==> config.mk <==
export PLATFORM = sky130hd
export DESIGN_NAME = sbr_baud_gen
export DESIGN_NICKNAME = d
export VERILOG_FILES = /design/src/rtl/sbr_pkg.sv /design/src/rtl/sbr_div_calc.sv /design/src/rtl/sbr_run_ctl.sv /design/src/rtl/sbr_edge_timer.sv /design/src/rtl/sbr_baud_gen.sv
export SDC_FILE = /design/constraint.sdc
export NUM_CORES = 1
export LEC_CHECK = 0
export ABC_AREA = 1
export ABC_CLOCK_PERIOD_IN_PS = 2200
export BUFFER_PORTS_ARGS = -buffer_cell sky130_fd_sc_hd__buf_2
export CORE_ASPECT_RATIO = 1.4
export CORE_MARGIN = 10
export CORE_UTILIZATION = 57
export CTS_CLUSTER_DIAMETER = 100
export DETAILED_ROUTE_END_ITERATION = 6
export PLACE_DENSITY = 0.79
export SLEW_MARGIN = 20
export SYNTH_ARGS = -nofsm -noshare
export SYNTH_HDL_FRONTEND = slang
export SYNTH_SLANG_ARGS = --single-unit
==> constraint.sdc <==
create_clock -name clk_i -period 2.2 [get_ports clk_i]
set_input_delay 0.11 -clock clk_i [delete_from_list [all_inputs] [get_ports clk_i]]
set_output_delay 0.11 -clock clk_i [all_outputs]
set_load 0.05 [all_outputs]
==> src/rtl/sbr_pkg.sv <==
package sbr_pkg;

  // Prescaler stage: small odd or prime divisors.
  function automatic int pre_div(input int sel);
    case (sel)
      0:       return 2;
      1:       return 3;
      2:       return 5;
      default: return 7;
    endcase
  endfunction

  // Scaler stage: linear steps of two for the low codes, powers of two above.
  function automatic int scl_div(input int sel);
    if (sel < 4) return 2 * (sel + 1);
    return 1 << sel;
  endfunction

  // Total system clocks per serial clock period.
  function automatic int total_div(input int pre_sel, input int scl_sel, input bit dbl);
    int t;
    t = pre_div(pre_sel) * scl_div(scl_sel);
    if (dbl) t = t / 2;
    return t;
  endfunction

endpackage

==> src/rtl/sbr_div_calc.sv <==
module sbr_div_calc #(
  parameter int PRE_W = 2,
  parameter int SCL_W = 4,
  parameter int LEN_W = 17
) (
  input  logic [PRE_W-1:0] pre_sel_i,
  input  logic [SCL_W-1:0] scl_sel_i,
  input  logic             dbl_rate_i,
  output logic [LEN_W-1:0] hi_len_o,
  output logic [LEN_W-1:0] lo_len_o
);
  import sbr_pkg::*;

  int tot_c;

  // Split the total period into the high and low phases; the high phase
  // absorbs the odd clock when the total is odd.
  always_comb begin
    tot_c    = total_div(int'(pre_sel_i), int'(scl_sel_i), dbl_rate_i);
    hi_len_o = LEN_W'((tot_c + 1) / 2);
    lo_len_o = LEN_W'(tot_c / 2);
  end

endmodule

==> src/rtl/sbr_run_ctl.sv <==
module sbr_run_ctl #(
  parameter int LEN_W = 17
) (
  input  logic             clk_i,
  input  logic             rst_ni,
  input  logic             run_en_i,
  input  logic [LEN_W-1:0] hi_len_i,
  input  logic [LEN_W-1:0] lo_len_i,
  output logic             active_o,
  output logic             start_o,
  output logic [LEN_W-1:0] hi_q_o,
  output logic [LEN_W-1:0] lo_q_o
);

  logic             active_q;
  logic [LEN_W-1:0] hi_q, lo_q;

  assign start_o  = run_en_i && !active_q;
  assign active_o = active_q;
  assign hi_q_o   = hi_q;
  assign lo_q_o   = lo_q;

  always_ff @(posedge clk_i or negedge rst_ni) begin
    if (!rst_ni) begin
      active_q <= 1'b0;
      hi_q     <= '0;
      lo_q     <= '0;
    end else if (!run_en_i) begin
      active_q <= 1'b0;
    end else if (start_o) begin
      active_q <= 1'b1;
      hi_q     <= hi_len_i;
      lo_q     <= lo_len_i;
    end
  end

  AST_STOP_CLEARS_RUN: assert property (@(posedge clk_i) disable iff (!rst_ni)
    !run_en_i |=> !active_q);
  AST_FIELDS_FROZEN: assert property (@(posedge clk_i) disable iff (!rst_ni)
    (active_q && run_en_i) |=> ($stable(hi_q) && $stable(lo_q)));
  AST_PHASE_NONZERO: assert property (@(posedge clk_i) disable iff (!rst_ni)
    active_q |-> (lo_q != '0));
  AST_SPLIT_UNEVEN: assert property (@(posedge clk_i) disable iff (!rst_ni)
    active_q |-> (hi_q >= lo_q && (hi_q - lo_q) <= LEN_W'(1)));

endmodule

==> src/rtl/sbr_edge_timer.sv <==
module sbr_edge_timer #(
  parameter int LEN_W = 17
) (
  input  logic             clk_i,
  input  logic             rst_ni,
  input  logic             run_en_i,
  input  logic             start_i,
  input  logic             active_i,
  input  logic             cpol_i,
  input  logic [LEN_W-1:0] hi_len_i,
  input  logic [LEN_W-1:0] lo_len_i,
  output logic             sck_o,
  output logic             edge_o
);

  logic [LEN_W-1:0] cnt_q;
  logic             sck_q, edge_q;
  logic [LEN_W-1:0] cur_len_w;
  logic             running_w, wrap_w;

  // Length of the phase currently on the line.
  assign cur_len_w = sck_q ? hi_len_i : lo_len_i;
  assign running_w = run_en_i && active_i;
  assign wrap_w    = running_w && (cnt_q == cur_len_w - LEN_W'(1));

  always_ff @(posedge clk_i or negedge rst_ni) begin
    if (!rst_ni) begin
      cnt_q  <= '0;
      sck_q  <= 1'b0;
      edge_q <= 1'b0;
    end else if (!run_en_i || start_i) begin
      cnt_q  <= '0;
      sck_q  <= cpol_i;
      edge_q <= 1'b0;
    end else if (wrap_w) begin
      cnt_q  <= '0;
      sck_q  <= !sck_q;
      edge_q <= 1'b1;
    end else begin
      cnt_q  <= cnt_q + LEN_W'(1);
      edge_q <= 1'b0;
    end
  end

  assign sck_o  = sck_q;
  assign edge_o = edge_q;

  AST_EDGE_MEANS_FLIP: assert property (@(posedge clk_i) disable iff (!rst_ni)
    edge_q |-> (sck_q != $past(sck_q)));
  AST_IDLE_NO_EDGE: assert property (@(posedge clk_i) disable iff (!rst_ni)
    !active_i |-> !edge_q);
  AST_STOP_PARKS: assert property (@(posedge clk_i) disable iff (!rst_ni)
    !run_en_i |=> (!edge_q && sck_q == $past(cpol_i)));
  AST_COUNT_BOUND: assert property (@(posedge clk_i) disable iff (!rst_ni)
    active_i |-> (cnt_q < cur_len_w));

endmodule

==> src/rtl/sbr_baud_gen.sv <==
module sbr_baud_gen #(
  parameter int PRE_W = 2,
  parameter int SCL_W = 4
) (
  input  logic             clk_i,
  input  logic             rst_ni,
  input  logic             run_en_i,
  input  logic [PRE_W-1:0] pre_sel_i,
  input  logic [SCL_W-1:0] scl_sel_i,
  input  logic             dbl_rate_i,
  input  logic             cpol_i,
  output logic             sck_edge_o,
  output logic             sck_o
);

  // Largest scaler is 2^(2^SCL_W - 1); prescaler needs up to 3 bits.
  localparam int TOT_W = (1 << SCL_W) - 1 + 3;
  localparam int LEN_W = TOT_W - 1;

  logic [LEN_W-1:0] hi_len_w, lo_len_w, hi_q_w, lo_q_w;
  logic             active_w, start_w;

  sbr_div_calc #(.PRE_W(PRE_W), .SCL_W(SCL_W), .LEN_W(LEN_W)) u_calc (
    .pre_sel_i (pre_sel_i),
    .scl_sel_i (scl_sel_i),
    .dbl_rate_i(dbl_rate_i),
    .hi_len_o  (hi_len_w),
    .lo_len_o  (lo_len_w)
  );

  sbr_run_ctl #(.LEN_W(LEN_W)) u_ctl (
    .clk_i   (clk_i),
    .rst_ni  (rst_ni),
    .run_en_i(run_en_i),
    .hi_len_i(hi_len_w),
    .lo_len_i(lo_len_w),
    .active_o(active_w),
    .start_o (start_w),
    .hi_q_o  (hi_q_w),
    .lo_q_o  (lo_q_w)
  );

  sbr_edge_timer #(.LEN_W(LEN_W)) u_timer (
    .clk_i   (clk_i),
    .rst_ni  (rst_ni),
    .run_en_i(run_en_i),
    .start_i (start_w),
    .active_i(active_w),
    .cpol_i  (cpol_i),
    .hi_len_i(hi_q_w),
    .lo_len_i(lo_q_w),
    .sck_o   (sck_o),
    .edge_o  (sck_edge_o)
  );

endmodule

==> run summary <==
=================================================================================
Outcome ............................................................ complete, but fails checks
Antenna violations before repair ...................................            0
Starting Density ...................................................        0.578
RD Place Congestion ................................................        0.922
Total chip power ...................................................      4100 uW
CTS tree ...........................................................        built
GRT Resource Usage Total ...........................................        0.226
Share of layout cells above drive strength 1 .......................        0.417
Dominant synthesized flop cell ..................................... sky130_fd_sc_hd__dfrtp_1
Delay-heaviest family, CP .......................................... simple AND/OR/NAND/NOR gates
Maximum clock path buffer count ....................................            2
Setup repair after global routing missed its margin ................         true
Pin count of the biggest net entering global routing ...............           55
Largest fanout on the critical path ................................            4
Total wire length ..................................................     25100 um
Global-route wire length before repair .............................     28700 um
Slew of the pin with the lowest slew margin ........................     0.679 ns
Period minus WS final ..............................................      3.70 ns
Worst hold path type ...............................................       in2reg
Drt first-iter violations ..........................................          717
Power per unit of standard cell area ...............................  453 mW/mm^2
Violated checks .................................................... negative setup slack
Cell at the root of the clock tree ................................. sky130_fd_sc_hd__clkbuf_16
Total number of vias ...............................................         7777
Share of the yosys chip area belonging to registers ................        0.227
Final standard cell area without fillers ........................... 0.00905 mm^2
Netlist cell types .................................................           42
Worst slack, placed ................................................     -1.45 ns
Height of the die ..................................................       141 um
Max-slew violation count ...........................................            0
Leak ...............................................................   0.00458 uW
Num CTS Buffers ....................................................            5
Period utilisation layout ..........................................         1.68
Worst-case vdd ir drop .............................................     0.334 mV
ANT nets after route ...............................................            0
Start-to-end type of the worst setup path ..........................       in2reg
Post-DP HPWL .......................................................     12200 um
Inserted Diodes ....................................................            0
Setup violations, final ............................................           51
Max-slew headroom ..................................................        0.548
Clock H-tree levels ................................................            2
Post-detailed-route via-to-cell ratio ..............................         6.14
Cell count after placement .........................................         1223
Final TNS setup ....................................................    -37.78 ns
Filler cells .......................................................          475
Startpoint class of the critical path ..............................    input pin
Clock network latency to the later pin of the worst-skew pair ......      0.30 ns
Most frequent cell on the critical path ............................ sky130_fd_sc_hd__nand2_1
Synthesis warning total ............................................            0
Ys async rst share .................................................         1.00
# Max-Cap Violations ...............................................            0
Iteration count of the initial detailed-routing pass ...............            7
Residual DRC .......................................................            0
Final hold violations ..............................................            0
Post-DR wirelength/cell ............................................      19.8 um
Std-Cell Rows ......................................................           44
Clk sink count .....................................................           54
Placement-stage cell area .......................................... 0.00744 mm^2
Avg Inst Size Synth ................................................    6.28 um^2
Number of synthesized flops with an enable pin .....................            0
Mapped Cells .......................................................          947
CP Buf/Inv Count ...................................................            8
Register clock-pin slew on the reported worst setup and hold paths .      0.07 ns
Final worst setup slack ............................................     -1.50 ns
Die ar. ............................................................  0.0150 mm^2
Horiz. Die Dim .....................................................       106 um
Clock Skew .........................................................   0.00452 ns
Ports ..............................................................           13
GRT overflow .......................................................            0
CP endpoint kind ...................................................     register
Arr. time, crit path ...............................................      3.90 ns
Top achievable clock speed .........................................      270 MHz
Port-buffer cells ..................................................           12
Layout Area Growth over Synthesis ..................................        52.2%
Critical path's largest stage delay ................................      0.55 ns
Final instance count without filler cells ..........................         1266
Slowest library cell on the worst path ............................. sky130_fd_sc_hd__fa_1
Number of flip-flops and latches in the synthesized netlist ........           54
Standard cell core area ............................................  0.0103 mm^2
Req. time, crit path ...............................................      2.40 ns
Vias in the first global route .....................................         6773
Final net count ....................................................         1196
Cell area after technology mapping ................................. 0.00595 mm^2
=================================================================================
## final cells by class
class	instances	area [um^2]	share of cell area
Tap cell	138	173	0.0191
Clock inverter	2	37.5	0.00415
Inverter	171	659	0.0728
Multi-Input combinational cell	707	5170	0.571
Sequential cell	54	1350	0.149
Clock buffer	6	129	0.0142
Timing Repair Buffer	188	1530	0.169
## per-layer routing
| metal | global-route usage | wire, um | up-vias |
|---|---|---|---|
| li1 | - | - | 3329 |
| met1 | 0.210 | 7840 | 3612 |
| met2 | 0.457 | 13000 | 565 |
| met3 | 0.0146 | 1640 | 271 |
| met4 | 0.142 | 2620 | 0 |
| met5 | 0 | 0 | - |
## placed cells by master (no fill, tap or decap), types with 14 or more instances in the layout
cell type                 synthesis  layout
sky130_fd_sc_hd__nand2_2          4      61
sky130_fd_sc_hd__nand3_1        100      64
sky130_fd_sc_hd__nand2_1        273     190
sky130_fd_sc_hd__nor2_4           3      38
sky130_fd_sc_hd__nor2_1         114      66
sky130_fd_sc_hd__inv_1          164     144
sky130_fd_sc_hd__ha_1            44      27
sky130_fd_sc_hd__o21ai_1          8      18
sky130_fd_sc_hd__ha_4             0      16
sky130_fd_sc_hd__nand3_2          2      30
sky130_fd_sc_hd__buf_4            1     145
sky130_fd_sc_hd__nand4_1         14      14
sky130_fd_sc_hd__nor2_2          13      26
sky130_fd_sc_hd__inv_2            4      21
sky130_fd_sc_hd__buf_6            2      27
sky130_fd_sc_hd__dfrtp_1         54      53
sky130_fd_sc_hd__nand2_4          2      27
## cells by family (layout without fill, tap and decap cells)
group                    Yosys count  count (layout)  synth area share
AND/OR/NAND/NOR                  545             546             0.395
buffers and inverters            188             367             0.124
AO/OA/AOI/OAI                     78              78            0.0780
XOR/XNOR                          23              23            0.0362
other                              1               2          0.000630
adder cells (fa/ha/maj)           58              58             0.140
flip-flops                        54              54             0.227
## power breakdown
part           total (uW)  internal (uW)  switching (uW)
logic                2040            838            1210
registers            1150           1080            71.1
clock network         908            538             370
total                4100           2450            1650
## worst register-to-register path, delay by kind of cell (launching register included)
family	cells	cell delay [ns]
simple gates	11	1.15
compound gates	2	0.31
buf+inv	5	0.67
flops	1	0.46
## final timing paths
kind	start	endpoint	slack [ns]	cells past startpoint
worst max-delay path	scl_sel_i[0]	u_ctl.hi_q_o[16]$_DFFE_PN0P_	-1.50	26
worst min-delay path	cpol_i	u_timer.sck_o$_DFFE_PN0P_	0.20	5
worst max register to register	u_timer.sck_o$_DFFE_PN0P_	u_timer.cnt_q[3]$_DFF_PN0_	-0.50	18
worst min register to register	u_ctl.lo_q_o[16]$_DFFE_PN0P_	u_ctl.lo_q_o[16]$_DFFE_PN0P_	0.50	2
max in group asynchronous	rst_ni	u_timer.sck_o$_DFFE_PN0P_	1.26	3
min in group asynchronous	rst_ni	u_timer.cnt_q[2]$_DFF_PN0_	0.47	3
## Yosys cell counts (4+ instances only)
| cell | instances | area (um^2) |
|---|---|---|
| sky130_fd_sc_hd__a21oi_1 | 16 | 80.1 |
| sky130_fd_sc_hd__clkbuf_1 | 11 | 41.3 |
| sky130_fd_sc_hd__dfrtp_1 | 54 | 1350 |
| sky130_fd_sc_hd__fa_1 | 14 | 280 |
| sky130_fd_sc_hd__ha_1 | 44 | 551 |
| sky130_fd_sc_hd__inv_1 | 164 | 616 |
| sky130_fd_sc_hd__inv_2 | 4 | 15.0 |
| sky130_fd_sc_hd__nand2_1 | 273 | 1020 |
| sky130_fd_sc_hd__nand2_2 | 4 | 25.0 |
| sky130_fd_sc_hd__nand3_1 | 100 | 500 |
| sky130_fd_sc_hd__nand3b_1 | 6 | 45.0 |
| sky130_fd_sc_hd__nand4_1 | 14 | 87.6 |
| sky130_fd_sc_hd__nor2_1 | 114 | 428 |
| sky130_fd_sc_hd__nor2_2 | 13 | 81.3 |
| sky130_fd_sc_hd__nor3_1 | 8 | 40.0 |
| sky130_fd_sc_hd__o211ai_1 | 5 | 37.5 |
| sky130_fd_sc_hd__o21ai_0 | 32 | 160 |
| sky130_fd_sc_hd__o21ai_1 | 8 | 40.0 |
| sky130_fd_sc_hd__o21ai_2 | 6 | 52.6 |
| sky130_fd_sc_hd__xnor2_1 | 7 | 61.3 |
| sky130_fd_sc_hd__xor2_1 | 15 | 131 |
## what timing repair did
action / 4_1_cts / 5_1_grt
hold endpoints to repair: 55 / 0
buffers inserted: 17 / 22
setup endpoints to repair: 50 / 51
pin swaps: 50 / 90
hold buffers: 2 / 0
gates resized for setup: 112 / 202
gates cloned: 0 / 1
## state kept, by name (all words and copies together) (netlist names)
name,cells
u_ctl.active_o,1
u_ctl.hi_q_o,17
u_ctl.lo_q_o,17
u_timer.cnt_q,17
u_timer.edge_o,1
u_timer.sck_o,1
## metrics by stage
step | util | hold WS [ns]
after floorplan | - | -0.186
after global placement | 0.723 | 0.245
after detailed placement | 0.723 | 0.251
after CTS | 0.795 | 0.135
after global routing | 0.879 | 0.209
final | 0.879 | 0.197
Power figures use the tool's default switching activity.
